### config.mk
export PLATFORM = sky130hd
export DESIGN_NAME = ss_lms_adapter
export DESIGN_NICKNAME = d
export VERILOG_FILES = /design/src/rtl/ss_lms_pkg.sv /design/src/rtl/ss_loop.sv /design/src/rtl/pat_filter.sv /design/src/rtl/main_calc.sv /design/src/rtl/ss_lms_adapter.sv
export SDC_FILE = /design/constraint.sdc
export NUM_CORES = 1
export LEC_CHECK = 0
export CELL_PAD_IN_SITES_DETAIL_PLACEMENT = 0
export CELL_PAD_IN_SITES_GLOBAL_PLACEMENT = 1
export CORE_ASPECT_RATIO = 0.75
export CORE_UTILIZATION = 40
export DETAILED_ROUTE_END_ITERATION = 10
export HOLD_SLACK_MARGIN = 0.08
export PLACE_DENSITY = 0.74
export SYNTH_ARGS = -nofsm -noshare
export SYNTH_HDL_FRONTEND = slang
export SYNTH_SLANG_ARGS = --single-unit
### constraint.sdc
create_clock -name clk -period 4.9 [get_ports clk]
set_input_delay 0.98 -clock clk [delete_from_list [all_inputs] [get_ports clk]]
set_output_delay 0.98 -clock clk [all_outputs]
set_load 0.03 [all_outputs]
### src/rtl/ss_lms_pkg.sv
package ss_lms_pkg;
  typedef enum logic {
    PH_UPPER = 1'b0,
    PH_LOWER = 1'b1
  } lock_ph_e;
endpackage

### src/rtl/ss_loop.sv
// One sign-sign loop: collects votes over len accepted events, then steps
// the value by step in the direction of the net vote, with saturation.
module ss_loop #(
  parameter int W     = 8,
  parameter int SW    = 7,
  parameter int CW    = 4,
  parameter bit SGN   = 1'b1,
  parameter int MINV  = -127,
  parameter int MAXV  = 127,
  parameter int INITV = 0
) (
  input  logic          clk,
  input  logic          rst,
  input  logic          ev,
  input  logic          up,
  input  logic          freeze,
  input  logic [CW-1:0] len,
  input  logic [SW-1:0] step,
  output logic [W-1:0]  val,
  output logic          done
);
  localparam int AW = CW + 2;
  localparam logic signed [AW-1:0] ONE = AW'(1);
  localparam logic signed [W+1:0]  HI  = (W+2)'(MAXV);
  localparam logic signed [W+1:0]  LO  = (W+2)'(MINV);

  logic [CW-1:0]         cnt;
  logic signed [AW-1:0]  acc, tot;
  logic                  last;
  logic signed [W+1:0]   wide, stepw, cand, nxt;

  always_comb begin
    tot   = up ? (acc + ONE) : (acc - ONE);
    last  = (len <= CW'(1)) || (cnt >= len - CW'(1));
    wide  = $signed({{2{SGN ? val[W-1] : 1'b0}}, val});
    stepw = $signed({{(W+2-SW){1'b0}}, step});
    if (tot > 0)      cand = wide + stepw;
    else if (tot < 0) cand = wide - stepw;
    else              cand = wide;
    if (cand > HI)      nxt = HI;
    else if (cand < LO) nxt = LO;
    else                nxt = cand;
  end

  always_ff @(posedge clk) begin
    if (rst) begin
      val  <= W'(INITV);
      cnt  <= '0;
      acc  <= '0;
      done <= 1'b0;
    end else begin
      done <= 1'b0;
      if (ev) begin
        if (last) begin
          acc  <= '0;
          cnt  <= '0;
          done <= 1'b1;
          if (!freeze) val <= nxt[W-1:0];
        end else begin
          acc <= tot;
          cnt <= cnt + 1'b1;
        end
      end
    end
  end
endmodule

### src/rtl/pat_filter.sv
// Data history and level filter: decides whether the current symbol
// sits at the level the monitor sampler is placed on.
module pat_filter
  import ss_lms_pkg::*;
#(
  parameter int NPOST = 2
) (
  input  logic           clk,
  input  logic           rst,
  input  logic           sym_vld,
  input  logic           d_bit,
  input  logic           dfe_en,
  input  lock_ph_e       phase,
  output logic           accept,
  output logic [NPOST:1] hist
);
  always_comb begin
    if (dfe_en)
      accept = sym_vld && hist[1] && ((phase == PH_UPPER) ? d_bit : !d_bit);
    else
      accept = sym_vld && d_bit;
  end

  always_ff @(posedge clk) begin
    if (rst) begin
      hist <= '0;
    end else if (sym_vld) begin
      hist[1] <= d_bit;
      for (int k = 2; k <= NPOST; k++) hist[k] <= hist[k-1];
    end
  end
endmodule

### src/rtl/main_calc.sv
// Main tap from the peak-swing budget minus the post-tap magnitudes.
// Recomputed when a tap loop steps or the budget changes.
module main_calc #(
  parameter int NPOST = 2,
  parameter int WW    = 8,
  parameter int PW    = 10
) (
  input  logic                clk,
  input  logic                rst,
  input  logic [NPOST*WW-1:0] taps,
  input  logic [NPOST:1]      tap_done,
  input  logic [PW-1:0]       lim,
  output logic [PW-1:0]       main_tap
);
  logic [PW-1:0]        lim_q;
  logic [PW:0]          mag_sum;
  logic signed [PW+1:0] diff;
  logic signed [WW-1:0] t;
  logic [WW-1:0]        m;

  always_comb begin
    mag_sum = '0;
    t = '0;
    m = '0;
    for (int k = 0; k < NPOST; k++) begin
      t = $signed(taps[k*WW +: WW]);
      m = t[WW-1] ? WW'(-t) : WW'(t);
      mag_sum = mag_sum + (PW+1)'(m);
    end
    diff = $signed({2'b00, lim}) - $signed({1'b0, mag_sum});
  end

  always_ff @(posedge clk) begin
    if (rst) begin
      main_tap <= '0;
      lim_q    <= '0;
    end else begin
      lim_q <= lim;
      if ((|tap_done) || (lim != lim_q))
        main_tap <= (diff < 0) ? '0 : diff[PW-1:0];
    end
  end
endmodule

### src/rtl/ss_lms_adapter.sv
module ss_lms_adapter
  import ss_lms_pkg::*;
#(
  parameter int NPOST    = 2,
  parameter int WW       = 8,
  parameter int LW       = 9,
  parameter int CW       = 4,
  parameter int LEV_INIT = 256,
  localparam int PW      = WW + $clog2(NPOST + 1)
) (
  input  logic                clk,
  input  logic                rst,
  input  logic                sym_vld,
  input  logic                d_bit,
  input  logic                err_hi,
  input  logic                dfe_en,
  input  logic [WW-2:0]       tap_step,
  input  logic [LW-2:0]       lev_step,
  input  logic [CW-1:0]       tap_len,
  input  logic [CW-1:0]       lev_len,
  input  logic [CW-1:0]       phase_len,
  input  logic [PW-1:0]       peak_lim,
  output logic [NPOST*WW-1:0] post_taps,
  output logic [PW-1:0]       main_tap,
  output logic [LW-1:0]       dlev,
  output logic                lock_phase,
  output logic [LW-1:0]       lock_upper,
  output logic [LW-1:0]       lock_lower
);
  localparam int TMAX = 2**(WW-1) - 1;
  localparam int LMAX = 2**LW - 1;

  lock_ph_e       phase;
  logic           accept;
  logic [NPOST:1] hist;
  logic [NPOST:1] tap_done;
  logic           lev_done;
  logic [CW-1:0]  pcnt;
  logic           plast;

  pat_filter #(.NPOST(NPOST)) u_filt (
    .clk(clk), .rst(rst), .sym_vld(sym_vld), .d_bit(d_bit),
    .dfe_en(dfe_en), .phase(phase), .accept(accept), .hist(hist)
  );

  for (genvar k = 1; k <= NPOST; k++) begin : g_tap
    ss_loop #(
      .W(WW), .SW(WW-1), .CW(CW), .SGN(1'b1),
      .MINV(-TMAX), .MAXV(TMAX), .INITV(0)
    ) u_tap (
      .clk(clk), .rst(rst), .ev(accept),
      .up(~(hist[k] ^ err_hi)),
      .freeze(dfe_en && (k == 1)),
      .len(tap_len), .step(tap_step),
      .val(post_taps[(k-1)*WW +: WW]),
      .done(tap_done[k])
    );
  end

  ss_loop #(
    .W(LW), .SW(LW-1), .CW(CW), .SGN(1'b0),
    .MINV(0), .MAXV(LMAX), .INITV(LEV_INIT)
  ) u_lev (
    .clk(clk), .rst(rst), .ev(accept), .up(~err_hi), .freeze(1'b0),
    .len(lev_len), .step(lev_step), .val(dlev), .done(lev_done)
  );

  main_calc #(.NPOST(NPOST), .WW(WW), .PW(PW)) u_main (
    .clk(clk), .rst(rst), .taps(post_taps), .tap_done(tap_done),
    .lim(peak_lim), .main_tap(main_tap)
  );

  // Lock-phase sequencer: counts reference steps, captures and toggles.
  assign plast = (phase_len <= CW'(1)) || (pcnt >= phase_len - CW'(1));

  always_ff @(posedge clk) begin
    if (rst) begin
      phase      <= PH_UPPER;
      pcnt       <= '0;
      lock_upper <= '0;
      lock_lower <= '0;
    end else if (!dfe_en) begin
      phase <= PH_UPPER;
      pcnt  <= '0;
    end else if (lev_done) begin
      if (plast) begin
        if (phase == PH_UPPER) lock_upper <= dlev;
        else                   lock_lower <= dlev;
        phase <= (phase == PH_UPPER) ? PH_LOWER : PH_UPPER;
        pcnt  <= '0;
      end else begin
        pcnt <= pcnt + 1'b1;
      end
    end
  end

  assign lock_phase = (phase == PH_LOWER);
endmodule

==> results.py <==
metrics = {
    "grt": {
        "grt_pass1_wl_mm": 34.9,
        "grtUsageTotal_pct": 20.8,
        "grt_pass1_vias": 6448,
        "grt_max_degree": 35,
        "antenna_found_initial": 0,
        "grt-ovfl-total": 0,
    },
    "clock_tree": {
        "cts_tree": "done",
        "path_clk_slew_ns": 0.08,
        "hold_buffers": 0,
        "insertion_delay_ns": 0.35,
        "htreeDepth": 3,
        "clock-sinks": 103,
        "postCtsSetupBuffers": 0,
        "cts_resized": 0,
        "cts.path.max_buffers": 2,
        "numCtsBuffers": 9,
        "cts-root-buf": "clkbuf_16",
    },
    "route": {
        "routed.top_layer": "met4",
        "drc": 0,
        "ant_nets": 0,
        "post_drt_wl_per_cell_um": 15.8,
        "wl_met3_um": 891,
        "first_pass_iters": 5,
        "routed_wl_mm": 21.4,
        "routed_via_density": 5.25,
        "wl_met2_mm": 8.29,
        "vias": 7102,
        "drt_iter0_drc": 413,
        "wl_met1_mm": 12.0,
    },
    "sta": {
        "post-route-min-period_ns": 4.27,
        "period_share_pct": 87.1,
        "drv_slew": 0,
        "setup_viol": 0,
        "worst_pin_slew_ns": 0.721,
        "tns_ns": 0,
        "fmax_mhz": 234,
        "hold_viol_final": 0,
        "setup_slack_ns": 0.633,
        "rsz0062_at_grt": "false",
        "skew_ns": 0.00933,
        "max-slew-margin-rel_pct": 51.8,
    },
    "yosys": {
        "synth.most_common_cell": "nor2_1",
        "syn_avg_cell_area_um2": 8.26,
        "synth_edf_count": 0,
        "synth-seq-cells": 103,
        "yosysUniqueCellTypes": 82,
        "synth_area_leaders": "dfxtp_1, ha_1, nor2_1",
        "syn_nets": 1153,
        "synth_commonest_cells": "nor2_1, dfxtp_1, ha_1",
        "synthArstFlopShare_pct": 0,
        "synth_top_area_share_pct": 25.1,
        "synth_area_leader_cell": "dfxtp_1",
        "synth_area_um2": 8200,
        "syn_inst": 993,
        "synth_ff_type": "dfxtp_1",
        "ys_seq_area_share_pct": 25.1,
        "yosys_warnings": 0,
    },
    "power_and_ir_drop": {
        "vdd_drop_max_mv": 0.170,
        "powerDensity_nw_per_um2": 240,
        "cellLeakagePower_nw": 4.44,
    },
    "floorplan": {
        "coreArea_um2": 19700,
        "die_x_um": 167,
        "die-area_um2": 21100,
        "rows": 44,
        "die_h_um": 126,
        "boundaryPins": 97,
        "initial_core_util_pct": 41.6,
    },
    "critical_path": {
        "cp.arrival_ns": 4.52,
        "cp-end-kind": "register",
        "crit_type": "in2reg",
        "startpoint_type": "primary input",
        "crit_fanout": 10,
        "cp.required_ns": 5.16,
    },
    "placement": {
        "place_area_um2": 9550,
        "hpwl_mm": 16.6,
        "io_buffers": 96,
        "place.gp.congestion": 0.907,
        "dp_worst_setup_slack_ns": 0.268,
    },
    "run_status": {
        "outcome": "finished, final reports clean",
    },
    "finish": {
        "drive_above_1_share_pct": 6.10,
        "area_growth_pct": 19.9,
        "n_antenna_cell": 0,
        "final_nets": 1254,
        "fin_area_um2": 9830,
    },
    "run": {
        "maxCapViolCount": 0,
    },
    "min_path": {
        "hold_class": "reg2reg",
    },
}
==> cells in the final DEF, fill, tap and decap left out, drive strengths merged, types with 7 or more instances in the layout <==
cell and count:
nor2 110, dfxtp 103, ha 100, clkdlybuf4s50 95, inv 87, a21oi 78
nand2 64, o21ai 50, xnor2 39, buf 28, nor3 26, a21o 23
mux2i 23, xor2 21, nand3 17, fa 17, nand2b 16, nor2b 15
maj3 11, or3 10, o21bai 10, a22oi 10, clkbuf 10, and2 8
a211oi 7, a211o 7, a31oi 7, o221a 7, or2 7
==> area by class of cell <==
type                       count  area (µm²)
clock buffer                  10         239
inverter                      84         315
multi-input combinational    773        5690
fill                        1914        9870
tap                          253         317
sequential                   103        2060
timing repair buffer         123        1160
clock inverter                 6        50.0
==> state kept, by name (all words and copies together), names as in the netlist <==
signal and cells:
g_tap.u_tap.cnt 8, u_main.main_tap 10, u_main.lim_q 10, u_lev.acc 6
pcnt 4, g_tap.u_tap.val 16, lock_phase 1, g_tap.u_tap.acc 12
u_lev.val 9, u_lev.done 1, u_filt.hist 2, lock_lower 9
lock_upper 9, g_tap.u_tap.done 2, u_lev.cnt 4
==> through the flow <==
| step | instances | total power [W] | hold slack (ns) | utilization [%] |
|---|---|---|---|---|
| 4_1_cts | 1352 | 0.00238 | 0.468 | 49.9 |
| 2_1_floorplan | 993 | 0.00145 | 0.440 | - |
| 3_3_place_gp | 1336 | 0.00166 | 0.449 | 48.4 |
| 6_report | 1352 | 0.00236 | 0.463 | 49.9 |
| 5_1_grt | 1352 | 0.00251 | 0.483 | 49.9 |
| 3_5_place_dp | 1336 | 0.00166 | 0.458 | 48.4 |
==> critical path, stage by stage <==
cell             delay, ns
clkdlybuf4s50_1       0.53
xor2_2                0.20
buf_4                 0.17
ha_1                  0.34
nand3_1               0.16
a21o_1                0.22
a21oi_2               0.29
or2_0                 0.45
nor2_1                0.08
a22o_1                0.31
and4b_1               0.24
and4_1                0.22
o41ai_2               0.32
==> final timing paths <==
path                                            start               endpoint  slack, ns  cells after the start
worst max-delay path                           err_hi  g_tap[1].u_tap.val[1]       0.63                     13
worst min-delay path               u_main.main_tap[9]     u_main.main_tap[9]       0.46                      2
worst max register to register  g_tap[2].u_tap.val[0]     u_main.main_tap[3]       0.73                     18
worst min register to register     u_main.main_tap[9]     u_main.main_tap[9]       0.46                      2
==> cells by family (layout without fill, tap and decap cells) <==
family                   count (synthesis)  count (layout)  synth area share (%)
multiplexers                            23              23                  2.81
AND/OR/NAND/NOR                        299             299                  17.3
AO/OA/AOI/OAI                          262             262                  21.6
buffers and inverters                  117             223                  5.63
flip-flops                             103             103                  25.1
XOR/XNOR                                61              61                  6.77
adder cells (fa/ha/maj)                128             128                  20.8
==> power breakdown <==
| group | internal [W] | switching, W |
|---|---|---|
| Sequential | 0.000872 | 0.0000385 |
| Combinational | 0.000326 | 0.000410 |
| Clock | 0.000366 | 0.000347 |
| Total | 0.00157 | 0.000796 |
==> per-layer routing <==
layer | GRT usage [%] | vias to the layer above
met2 | 28.8 | 141
met4 | 4.53 | 0
met3 | 3.80 | 15
met1 | 32.6 | 3250
li1 | - | 3696
met5 | 0 | -
Note: power is estimated with default switching activity, not from simulation.
